File: config.mk
export PLATFORM = sky130hd
export DESIGN_NAME = psram_boot_seq
export DESIGN_NICKNAME = d
export VERILOG_FILES = /design/src/rtl/psram_boot_pkg.sv /design/src/rtl/psram_boot_rstsync.sv /design/src/rtl/psram_boot_timer.sv /design/src/rtl/psram_boot_shifter.sv /design/src/rtl/psram_boot_seq.sv
export SDC_FILE = /design/constraint.sdc
export NUM_CORES = 1
export LEC_CHECK = 0
export BUFFER_PORTS_ARGS = -buffer_cell sky130_fd_sc_hd__buf_2
export CORE_ASPECT_RATIO = 0.6
export CORE_MARGIN = 4
export CORE_UTILIZATION = 55
export CTS_CLUSTER_SIZE = 20
export DETAILED_ROUTE_END_ITERATION = 10
export PLACE_DENSITY = 0.76
export SYNTH_ARGS = -nofsm -noshare
export SYNTH_HDL_FRONTEND = slang
export SYNTH_HIERARCHICAL = 1
export SYNTH_SLANG_ARGS = --single-unit
File: constraint.sdc
create_clock -name clk -period 1 [get_ports clk]
set_input_delay 0.15 -clock clk [delete_from_list [all_inputs] [get_ports clk]]
set_output_delay 0.15 -clock clk [all_outputs]
set_load 0.02 [all_outputs]
File: src/rtl/psram_boot_pkg.sv
package psram_boot_pkg;

  typedef enum logic [2:0] {
    ST_IDLE  = 3'd0,
    ST_QUIET = 3'd1,
    ST_SETUP = 3'd2,
    ST_SHIFT = 3'd3,
    ST_HOLD  = 3'd4,
    ST_GAP   = 3'd5,
    ST_DONE  = 3'd6
  } boot_state_e;

  localparam int unsigned CMD_BITS = 8;
  localparam logic [CMD_BITS-1:0] CMD_RESET_ENABLE = 8'h66;
  localparam logic [CMD_BITS-1:0] CMD_RESET_DEVICE = 8'h99;

endpackage

File: src/rtl/psram_boot_rstsync.sv
module psram_boot_rstsync (
  input  logic clk,
  input  logic rst_n,
  output logic rst_sync_n
);
  logic [1:0] sync_q;

  always_ff @(posedge clk or negedge rst_n) begin
    if (!rst_n) sync_q <= 2'b00;
    else        sync_q <= {sync_q[0], 1'b1};
  end

  assign rst_sync_n = sync_q[1];
endmodule

File: src/rtl/psram_boot_timer.sv
module psram_boot_timer #(
  parameter int unsigned WIDTH = 8
) (
  input  logic             clk,
  input  logic             rst_n,
  input  logic             load,
  input  logic [WIDTH-1:0] load_val,
  output logic             expired
);
  logic [WIDTH-1:0] cnt_q;
  logic [WIDTH-1:0] cnt_d;

  always_comb begin
    cnt_d = cnt_q;
    if (load)              cnt_d = load_val;
    else if (cnt_q != '0)  cnt_d = cnt_q - 1'b1;
  end

  always_ff @(posedge clk or negedge rst_n) begin
    if (!rst_n) cnt_q <= '0;
    else        cnt_q <= cnt_d;
  end

  assign expired = (cnt_q == '0);
endmodule

File: src/rtl/psram_boot_shifter.sv
module psram_boot_shifter #(
  parameter int unsigned WIDTH = 8
) (
  input  logic             clk,
  input  logic             rst_n,
  input  logic             load,
  input  logic [WIDTH-1:0] load_val,
  input  logic             shift,
  output logic             msb
);
  logic [WIDTH-1:0] sh_q;
  logic [WIDTH-1:0] sh_d;

  always_comb begin
    sh_d = sh_q;
    if (load)       sh_d = load_val;
    else if (shift) sh_d = {sh_q[WIDTH-2:0], 1'b0};
  end

  always_ff @(posedge clk or negedge rst_n) begin
    if (!rst_n) sh_q <= '0;
    else        sh_q <= sh_d;
  end

  assign msb = sh_q[WIDTH-1];
endmodule

File: src/rtl/psram_boot_seq.sv
module psram_boot_seq
  import psram_boot_pkg::*;
#(
  parameter int unsigned CLK_KHZ    = 100000,
  parameter int unsigned QUIET_US   = 150,
  parameter int unsigned SCLK_DIV   = 4,
  parameter int unsigned CS_GAP_CYC = 5
) (
  input  logic       clk,
  input  logic       rst_n,
  input  logic       supply_ok,
  input  logic       start,
  output logic       ce_n,
  output logic       sclk,
  output logic [3:0] sio,
  output logic       ready
);
  localparam int unsigned QUIET_CYC = (CLK_KHZ * QUIET_US + 999) / 1000;
  localparam int unsigned HALF_CYC  = SCLK_DIV / 2;
  localparam int unsigned LONG_MAX  = (QUIET_CYC > CS_GAP_CYC) ? QUIET_CYC : CS_GAP_CYC;
  localparam int unsigned LONG_W    = $clog2(LONG_MAX + 1);
  localparam int unsigned HALF_W    = $clog2(HALF_CYC + 1);
  localparam int unsigned RISE_W    = $clog2(CMD_BITS + 1);

  logic rst_i_n;

  psram_boot_rstsync u_rstsync (
    .clk        (clk),
    .rst_n      (rst_n),
    .rst_sync_n (rst_i_n)
  );

  boot_state_e       state_q, state_d;
  logic              sclk_q, sclk_d;
  logic [RISE_W-1:0] rise_q, rise_d;
  logic              sel_q, sel_d;
  logic              ready_q, ready_d;

  logic              long_load;
  logic [LONG_W-1:0] long_val;
  logic              long_done;
  logic              half_load;
  logic              half_done;
  logic              sh_load;
  logic              sh_shift;
  logic              sh_msb;

  psram_boot_timer #(.WIDTH(LONG_W)) u_long_timer (
    .clk      (clk),
    .rst_n    (rst_i_n),
    .load     (long_load),
    .load_val (long_val),
    .expired  (long_done)
  );

  psram_boot_timer #(.WIDTH(HALF_W)) u_half_timer (
    .clk      (clk),
    .rst_n    (rst_i_n),
    .load     (half_load),
    .load_val (HALF_W'(HALF_CYC - 1)),
    .expired  (half_done)
  );

  psram_boot_shifter #(.WIDTH(CMD_BITS)) u_shifter (
    .clk      (clk),
    .rst_n    (rst_i_n),
    .load     (sh_load),
    .load_val (sel_q ? CMD_RESET_DEVICE : CMD_RESET_ENABLE),
    .shift    (sh_shift),
    .msb      (sh_msb)
  );

  // next-state process
  always_comb begin
    state_d   = state_q;
    sclk_d    = sclk_q;
    rise_d    = rise_q;
    sel_d     = sel_q;
    long_load = 1'b0;
    long_val  = '0;
    half_load = 1'b0;
    sh_load   = 1'b0;
    sh_shift  = 1'b0;

    unique case (state_q)
      ST_IDLE: begin
        sclk_d = 1'b0;
        rise_d = '0;
        sel_d  = 1'b0;
        if (supply_ok && start) begin
          state_d   = ST_QUIET;
          long_load = 1'b1;
          long_val  = LONG_W'(QUIET_CYC - 1);
        end
      end
      ST_QUIET: begin
        if (long_done) begin
          state_d   = ST_SETUP;
          half_load = 1'b1;
          sh_load   = 1'b1;
          rise_d    = '0;
        end
      end
      ST_SETUP: begin
        if (half_done) begin
          state_d   = ST_SHIFT;
          sclk_d    = 1'b1;
          rise_d    = rise_q + 1'b1;
          half_load = 1'b1;
        end
      end
      ST_SHIFT: begin
        if (half_done) begin
          half_load = 1'b1;
          if (sclk_q) begin
            sclk_d   = 1'b0;
            sh_shift = 1'b1;
            if (rise_q == RISE_W'(CMD_BITS)) state_d = ST_HOLD;
          end else begin
            sclk_d = 1'b1;
            rise_d = rise_q + 1'b1;
          end
        end
      end
      ST_HOLD: begin
        if (half_done) begin
          if (!sel_q) begin
            state_d   = ST_GAP;
            sel_d     = 1'b1;
            long_load = 1'b1;
            long_val  = LONG_W'(CS_GAP_CYC - 1);
          end else begin
            state_d = ST_DONE;
          end
        end
      end
      ST_GAP: begin
        if (long_done) begin
          state_d   = ST_SETUP;
          half_load = 1'b1;
          sh_load   = 1'b1;
          rise_d    = '0;
        end
      end
      ST_DONE: begin
        sclk_d = 1'b0;
      end
      default: state_d = ST_IDLE;
    endcase

    if (!supply_ok) begin
      state_d = ST_IDLE;
      sclk_d  = 1'b0;
      rise_d  = '0;
      sel_d   = 1'b0;
    end

    ready_d = (state_q == ST_DONE) && supply_ok;
  end

  // register process
  always_ff @(posedge clk or negedge rst_i_n) begin
    if (!rst_i_n) begin
      state_q <= ST_IDLE;
      sclk_q  <= 1'b0;
      rise_q  <= '0;
      sel_q   <= 1'b0;
      ready_q <= 1'b0;
    end else begin
      state_q <= state_d;
      sclk_q  <= sclk_d;
      rise_q  <= rise_d;
      sel_q   <= sel_d;
      ready_q <= ready_d;
    end
  end

  logic cmd_active;
  assign cmd_active = (state_q == ST_SETUP) || (state_q == ST_SHIFT) || (state_q == ST_HOLD);

  assign ce_n  = ~cmd_active;
  assign sclk  = sclk_q;
  assign sio   = {3'b000, cmd_active & sh_msb};
  assign ready = ready_q;
endmodule

==> impl_metrics.py, run 1 <==
metrics = {
    "clock_tree": {
        "cts_tree": "yes",
        "cts_buffer_depth": 2,
        "clock_latency_ps": 320,
        "root_buffer": "clkbuf_8",
        "htree_levels": 2,
        "cts_buffers": 5,
        "clk_pin_slew_ps": 80,
        "cts.sinks": 36,
    },
    "die": {
        "dieArea_um2": 4960,
        "die_w_um": 88.3,
        "dieHeight_um": 56.2,
        "ios": 11,
        "core-area_um2": 3700,
        "start_util": 0.575,
        "row_count": 17,
    },
    "critical_path": {
        "crit_path_end_kind": "flip-flop",
        "cp_data_required_time_ps": 1190,
        "crit_type": "reg2reg",
        "arrival_ps": 2340,
        "crit_path_max_fanout": 3,
        "reg2reg_setup_slack_ps": -1140,
        "start_kind": "flip-flop",
    },
    "routing": {
        "routed_wirelength_um": 7790,
        "detail_route.iter0.violations": 181,
        "wl_per_cell_um": 22.1,
        "vias_per_cell": 6.22,
        "drt_pass1_iterations": 5,
        "drtAntennaViolNets": 0,
        "drc": 0,
        "vias": 2189,
    },
    "layout": {
        "fill_cells": 155,
        "diodes": 0,
        "ff_latch_area_um2": 907,
        "nets": 312,
        "drive_above_1_share": 0.574,
        "area_growth_pct": 56.2,
        "multi_input_area_um2": 1540,
        "final_cells": 352,
    },
    "synthesis": {
        "synthArstFlopShare": 1.00,
        "synthDistinctLibCells": 55,
        "synth-seq-cells": 36,
        "synth_top_area_cell": "dfrtp_1",
        "ys_seq_area_frac": 0.423,
        "synth.top_cell.area_share": 0.423,
        "synth_cells": 222,
        "syn_area_um2": 2130,
        "synth_edf_count": 0,
        "synth_ff_type": "dfrtp_1",
        "synth_warnings": 6,
        "avgSynthCellArea_um2": 9.59,
        "synth_common_cells": "dfrtp_1, nand2_1, o21ai_1",
        "yosys-top-cells-area": "dfrtp_1, nand2_1, o21ai_1",
        "yosysMostFrequentCell": "dfrtp_1",
    },
    "power": {
        "ir_drop_mv": 2.03,
        "cellLeakagePower_nw": 1.48,
        "powerDensity_nw_per_um2": 2880,
    },
    "sta": {
        "post-route-min-period_ps": 2140,
        "finalHoldViolCount": 0,
        "setup_viol": 37,
        "rsz0062_at_grt": "yes",
        "fmax_mhz": 466,
        "holdWs_ps": 130,
        "fin_crit_sh": 2.14,
        "fin_ws_ps": -1140,
        "slew_viol_final": 0,
        "skew_ps": 8.87,
    },
    "grt": {
        "grt_usage": 0.270,
        "grt_pass1_vias": 1997,
        "antenna_found_initial": 0,
        "grt_pass1_wl_um": 9960,
        "grt_max_degree": 26,
        "grt_overflow_total": 0,
    },
    "placement": {
        "dp_cells": 324,
        "hpwlAfterDp_um": 3580,
        "numPortBuffers": 7,
        "gp_congestion": 0.865,
    },
    "status": {
        "violations": "negative setup slack",
        "outcome": "complete, but fails checks",
    },
    "flow_run": {
        "max-cap-violations": 0,
    },
    "worst_hold_path": {
        "hp-class": "reg2async",
    },
}
layout by cell type, fill, tap and decap left out, types with 7 or more instances in the layout:
| cell | Yosys | final |
|---|---|---|
| buf_4 | 3 | 56 |
| buf_6 | 2 | 14 |
| conb_1 | 3 | 11 |
| dfrtp_1 | 36 | 31 |
| mux2i_1 | 8 | 7 |
| nand2_1 | 30 | 20 |
| nand2_2 | 0 | 7 |
| nor2_1 | 10 | 7 |
| o21ai_1 | 18 | 7 |
| o21ai_2 | 0 | 18 |
through the flow:
stage,setup slack (ps),util,instance area [um^2],power [W],TNS (ps)
finish,-1140,0.899,3330,0.00958,-29430
global route,-1170,0.899,3330,0.00995,-30510
CTS,-975,0.833,3080,0.00817,-25510
detailed placement,-968,0.726,2690,0.00620,-24800
global placement,-933,0.726,2690,0.00605,-23320
floorplan,-1010,-,2300,0.00465,-23080
critical path: stages, from the launching register on:
cell,delay (ps)
dfrtp_1,410
or4_4,560
nor2_4,150
and3_4,180
and2_4,170
a21o_1,140
or2b_1,270
o31a_1,130
cell families after synthesis:
group | synth area share
muxes | 0.0429
DFF | 0.423
other | 0.00529
and+or+nand+nor | 0.232
AOI/OAI and AO/OA | 0.170
buffers and inverters | 0.0540
adders and majority gates | 0.0235
xor gates and xnor gates | 0.0494
power breakdown:
part	leakage, nW	total (W)	internal (W)	switching, W
Sequential	0.462	0.00233	0.00190	0.000431
Combinational	0.963	0.00590	0.00289	0.00301
Clock	0.0552	0.00135	0.000741	0.000610
flip-flops by register name, summed over array words and instances, names as in the netlist:
| name | count |
|---|---|
| sel_q | 1 |
| rise_q | 4 |
| ready | 1 |
| u_shifter/sh_q | 8 |
| sclk | 1 |
| u_half_timer/cnt_q | 2 |
| u_long_timer/cnt_q | 14 |
| state_q | 3 |
| u_rstsync/sync_q | 2 |
path summary, 6_finish.rpt:
path,startpoint,depth (start not counted),endpoint
setup / recovery,u_long_timer/cnt_q[4],7,u_half_timer/cnt_q[1]
hold / removal,u_rstsync/sync_q[1],0,u_long_timer/cnt_q[0]
setup reg to reg,u_long_timer/cnt_q[4],7,u_half_timer/cnt_q[1]
hold reg to reg,u_rstsync/sync_q[1],0,u_long_timer/cnt_q[0]
max in group asynchronous,u_rstsync/sync_q[1],1,u_long_timer/cnt_q[2]
min in group clk,supply_ok,4,sclk
metal layers:
| layer | track usage | vias up | share of wire |
|---|---|---|---|
| met2 | 0.431 | 133 | 0.49 |
| met4 | 0.114 | 0 | 0.057 |
| met3 | 0.0695 | 43 | 0.074 |
| met1 | 0.343 | 1083 | 0.38 |
| li1 | - | 930 | - |
| met5 | 0 | - | 0 |
area by class of cell:
class	count	area share
Clock buffer	6	0.0218
Clock inverter	2	0.0105
Inverter	10	0.0113
Multi-Input combinational cell	172	0.464
Sequential cell	36	0.273
Tap cell	47	0.0177
Timing Repair Buffer	79	0.202
what timing repair did:
action	4_1_cts	5_1_grt
setup buffers	13	11
hold buffers	1	0
resized for setup	43	56
cloned	1	0
hold endpoints to repair	2	0
endpoints found under the setup margin	37	37
pin swaps	15	17
Power figures use the tool's default switching activity.
==> run 2, diff against run 1 <==
Settings changed: CELL_PAD_IN_SITES_DETAIL_PLACEMENT from default to 0, CELL_PAD_IN_SITES_GLOBAL_PLACEMENT from default to 1, CORE_UTILIZATION 55 to 43, HOLD_SLACK_MARGIN from default to 0.1, PLACE_DENSITY 0.76 to default, PLACE_DENSITY_LB_ADDON from default to 0.1, SETUP_SLACK_MARGIN from default to 0.1.
==> impl_metrics.py, run 2 (same netlist as run 1, synthesis figures left out) <==
metrics = {
    "routing": {
        "wl_per_cell_um": 16.4,
        "detail_route.iter0.violations": 83,
        "vias": 1974,
        "vias_per_cell": 5.24,
        "drtAntennaViolNets": 0,
        "routed_wirelength_um": 6170,
        "drt_pass1_iterations": 4,
        "drc": 0,
    },
    "grt": {
        "grt_overflow_total": 0,
        "grt_pass1_vias": 1944,
        "grt_usage": 0.195,
        "grt_max_degree": 35,
        "antenna_found_initial": 0,
        "grt_pass1_wl_um": 9580,
    },
    "worst_hold_path": {
        "hp-class": "in2async",
    },
    "layout": {
        "area_growth_pct": 62.0,
        "largestRegisters": "u_long_timer/cnt_q: 14 flops, u_shifter/sh_q: 8 flops, rise_q: 4 flops",
        "post-route-util": 0.737,
        "nets": 321,
        "layout_common_cells": "buf_4, dfrtp_1, nand2_1, buf_6, o21ai_2",
        "fill_cells": 306,
        "drive_above_1_share": 0.564,
        "diodes": 0,
        "final_common_cell": "buf_4",
        "largest_register": "u_long_timer/cnt_q",
        "largest_register_ffs": 14,
    },
    "sta": {
        "post-route-min-period_ps": 2070,
        "setup_viol": 37,
        "tns_ps": -27770,
        "slew_viol_final": 0,
        "finalHoldViolCount": 0,
        "rsz0062_at_grt": "yes",
        "fmax_mhz": 483,
        "skew_ps": 5.85,
        "fin_crit_sh": 2.07,
        "fin_ws_ps": -1070,
        "holdWs_ps": 168,
    },
    "critical_path": {
        "crit_type": "reg2reg",
        "reg2reg_to": "state_q[1]",
        "startpoint": "u_long_timer/cnt_q[7]",
        "start_kind": "flip-flop",
        "cp-endpoint": "state_q[1]",
        "arrival_ps": 2240,
        "reg2reg_setup_slack_ps": -1070,
        "cp_data_required_time_ps": 1170,
        "r2r_start": "u_long_timer/cnt_q[7]",
        "crit_path_end_kind": "flip-flop",
        "crit_path_max_fanout": 5,
        "r2r_cells": 8,
    },
    "die": {
        "dieHeight_um": 62.5,
        "row_count": 19,
        "start_util": 0.455,
        "dieArea_um2": 6180,
        "core-area_um2": 4680,
        "die_w_um": 98.9,
        "ios": 11,
    },
    "power": {
        "powerDensity_nw_per_um2": 2680,
        "p_total_w": 0.00925,
        "ir_drop_mv": 1.52,
        "cellLeakagePower_nw": 1.51,
    },
    "clock_tree": {
        "cts_buffers": 5,
        "cts_tree": "yes",
        "root_buffer": "clkbuf_8",
        "cts_buffer_depth": 2,
        "clock_latency_ps": 290,
        "clk_pin_slew_ps": 80,
        "cts.sinks": 36,
        "htree_levels": 2,
    },
    "flow_run": {
        "max-cap-violations": 0,
    },
    "placement": {
        "place_ws_ps": -1040,
        "gp_congestion": 0.848,
        "hpwlAfterDp_um": 3820,
        "numPortBuffers": 7,
    },
    "status": {
        "outcome": "complete, but fails checks",
        "violations": "negative setup slack",
    },
}
==> run 2: cell count changes in the layout (fill, tap and decap cells not counted), sizes merged <==
cell | before | now
clkinvlp | 0 | 1
clkbuf | 6 | 5
buf | 78 | 87
==> run 2: area by class of cell <==
cell class                 count  area [um^2]  share of cell area
clock buffer                   5         68.8              0.0199
inverter                      10         37.5              0.0109
sequential                    36          905               0.262
tap                           63         78.8              0.0228
clock inverter                 3         42.5              0.0123
timing repair buffer          88          796               0.231
multi-input combinational    172         1520               0.441
==> run 2: power by group <==
| part | switching (W) | total, W | internal [W] | leakage (nW) |
|---|---|---|---|---|
| Sequential | 0.000304 | 0.00219 | 0.00189 | 0.464 |
| Combinational | 0.00275 | 0.00575 | 0.00300 | 0.991 |
| Clock | 0.000573 | 0.00131 | 0.000738 | 0.0541 |
| Total | 0.00362 | 0.00925 | 0.00563 | 1.51 |
==> run 2: how the worst min path moves through the flow <==
| stage | startpoint | end | slack, ps | depth (start not counted) |
|---|---|---|---|---|
| floorplan | rst_n | u_rstsync/sync_q[0] | -150 | 0 |
| global placement | rst_n | u_rstsync/sync_q[0] | -70 | 1 |
| detailed placement | rst_n | u_rstsync/sync_q[0] | -60 | 1 |
| CTS | rst_n | u_rstsync/sync_q[1] | 150 | 2 |
| global route | rst_n | u_rstsync/sync_q[1] | 170 | 2 |
| finish | rst_n | u_rstsync/sync_q[1] | 170 | 2 |
==> run 2: repair_timing <==
item                                   4_1_cts  5_1_grt
setup endpoints to repair                   38       38
gates resized for setup                     49       45
gates cloned                                 1        0
pin swaps                                   17       23
hold buffers                                 1        0
setup buffers                               11       13
endpoints found under the hold margin        2        0
==> run 2: critical path, stage by stage (launching register included) <==
cell,delay (ps)
dfrtp_1,380
or4_4,560
nor2_4,100
and3_4,180
nand4bb_4,140
and2_4,170
o211ai_4,110
o21ai_2,180
o41ai_2,110
==> run 2: routing by layer <==
metal / share of wire / vias to the layer above / GRT usage
met5: 0 / - / 0
met4: 0.016 / 0 / 0.0562
met3: 0.042 / 12 / 0.0457
met2: 0.48 / 50 / 0.302
met1: 0.46 / 970 / 0.272
li1: - / 942 / -
==> run 2: through the flow <==
step | cell area (um^2) | instances
floorplan | 2300 | 230
global placement | 2740 | 343
detailed placement | 2740 | 343
CTS | 3150 | 364
global route | 3450 | 377
finish | 3450 | 377
==> run 3, diff against run 2 <==
Settings changed: PLACE_DENSITY from default to 0.79, PLACE_DENSITY_LB_ADDON 0.1 to default, RECOVER_POWER from default to 25.
==> impl_metrics.py, run 3 (same netlist as run 1, synthesis figures left out) <==
metrics = {
    "status": {
        "outcome": "complete, but fails checks",
        "violations": "negative setup slack",
    },
    "sta": {
        "finalHoldViolCount": 0,
        "fmax_mhz": 506,
        "skew_ps": 4.65,
        "slew_viol_final": 0,
        "post-route-min-period_ps": 1980,
        "tns_ps": -26230,
        "fin_crit_sh": 1.98,
        "fin_ws_ps": -976,
        "rsz0062_at_grt": "yes",
        "setup_viol": 37,
    },
    "power": {
        "pwr-share-seq": 0.259,
        "p_sw_frac": 0.392,
        "powerDensity_nw_per_um2": 2600,
        "ir_drop_mv": 1.48,
        "p_sw_w": 0.00340,
        "p_total_w": 0.00868,
        "clkPwrFrac": 0.132,
        "comb_power_share": 0.609,
        "p_int_w": 0.00528,
        "cellLeakagePower_nw": 1.45,
    },
    "die": {
        "start_util": 0.455,
        "die_w_um": 98.9,
        "core-area_um2": 4680,
        "dieHeight_um": 62.5,
        "dieArea_um2": 6180,
        "row_count": 19,
        "ios": 11,
    },
    "layout": {
        "diodes": 0,
        "final_common_cell": "buf_4",
        "layout_common_cells": "buf_4, dfrtp_1, nand2_1",
        "drive_above_1_share": 0.542,
        "nets": 317,
        "post-route-util": 0.713,
        "area_growth_pct": 56.7,
        "final_area_um2": 3340,
        "largest_register": "u_long_timer/cnt_q",
        "largestRegisters": "u_long_timer/cnt_q: 14 flops, u_shifter/sh_q: 8 flops, rise_q: 4 flops",
        "largest_register_ffs": 14,
    },
    "worst_hold_path": {
        "hp-class": "in2async",
    },
    "clock_tree": {
        "cts_buffer_depth": 2,
        "root_buffer": "clkbuf_8",
        "cts.sinks": 36,
        "clk_pin_slew_ps": 70,
        "clock_latency_ps": 290,
        "cts_buffers": 5,
        "cts_tree": "yes",
        "htree_levels": 2,
    },
    "critical_path": {
        "arrival_ps": 2150,
        "cpMaxStageDelayCell": "or4_4",
        "crit_path_end_kind": "flip-flop",
        "start_kind": "flip-flop",
        "worst_path_largest_cell_delay_ps": 570,
        "cp_data_required_time_ps": 1170,
        "path_cells": "or4_4 -> nor2_4 -> and3_4 -> nand4bb_4 -> and2_4 -> o211ai_4 -> o21ai_2 -> o41ai_2",
        "reg2reg_setup_slack_ps": -980,
        "crit_path_max_fanout": 5,
        "crit_type": "reg2reg",
    },
    "grt": {
        "grt_max_degree": 26,
        "grt_pass1_vias": 1949,
        "antenna_found_initial": 0,
        "grt_usage": 0.197,
        "grt_overflow_total": 0,
        "grt_pass1_wl_um": 9650,
    },
    "placement": {
        "detailed_place.area_um2": 2750,
        "numPortBuffers": 7,
        "gp_congestion": 0.776,
        "hpwlAfterDp_um": 3740,
    },
    "routing": {
        "vias_per_cell": 5.23,
        "detail_route.iter0.violations": 58,
        "drt_pass1_iterations": 5,
        "vias": 1949,
        "drc": 0,
        "drtAntennaViolNets": 0,
        "wl_per_cell_um": 15.5,
        "routed_wirelength_um": 5790,
    },
    "flow_run": {
        "max-cap-violations": 0,
    },
}
[run 3: critical path, delay by kind of cell (launching register included)]
kind	cells	cell delay [ps]
simple gates	5	1160
flops	1	380
compound gates	3	320
[run 3: cell type report]
cell class | count | area [um^2]
Clock buffer | 8 | 100
Fill cell | 348 | 1350
Inverter | 10 | 37.5
Multi-Input combinational cell | 172 | 1480
Sequential cell | 36 | 907
Tap cell | 63 | 78.8
Timing Repair Buffer | 84 | 729
[run 3: worst paths after layout]
kind	start	to	cells after the start
worst max-delay path	u_long_timer/cnt_q[6]	state_q[1]	8
worst min register to register	u_rstsync/sync_q[1]	u_long_timer/cnt_q[13]	1
worst max register to register	u_long_timer/cnt_q[6]	state_q[1]	8
max in group asynchronous	u_rstsync/sync_q[1]	u_long_timer/cnt_q[8]	1
worst min-delay path	rst_n	u_rstsync/sync_q[0]	2
min in group clk	supply_ok	rise_q[1]	4
[run 3: per-layer routing]
| metal | routed length (um) | global-route usage | up-vias |
|---|---|---|---|
| li1 | - | - | 939 |
| met1 | 2780 | 0.286 | 953 |
| met2 | 2660 | 0.300 | 48 |
| met3 | 264 | 0.0401 | 9 |
| met4 | 92 | 0.0477 | 0 |
| met5 | 0 | 0 | - |
[run 3: timing repair]
item	in CTS	in global routing
hold buffers	1	0
gates resized for setup	50	36
setup endpoints to repair	38	38
cloned	1	0
setup buffers	11	12
hold endpoints to repair	2	0
pin swaps	20	21
[run 3: stage by stage]
step                setup slack, ps  instances  hold slack, ps
finish                         -976        373             170
global route                  -1050        373             173
CTS                            -984        366             154
detailed placement             -997        346           -62.1
global placement               -933        346           -64.4
floorplan                     -1010        230            -146
[run 3: power groups by stage]
| stage | sequential, W | combinational [W] | clock, W |
|---|---|---|---|
| floorplan | 0.00233 | 0.00232 | 0 |
| global placement | 0.00223 | 0.00392 | 0 |
| detailed placement | 0.00223 | 0.00403 | 0 |
| CTS | 0.00220 | 0.00477 | 0.00117 |
| global route | 0.00230 | 0.00574 | 0.00123 |
| finish | 0.00225 | 0.00529 | 0.00114 |
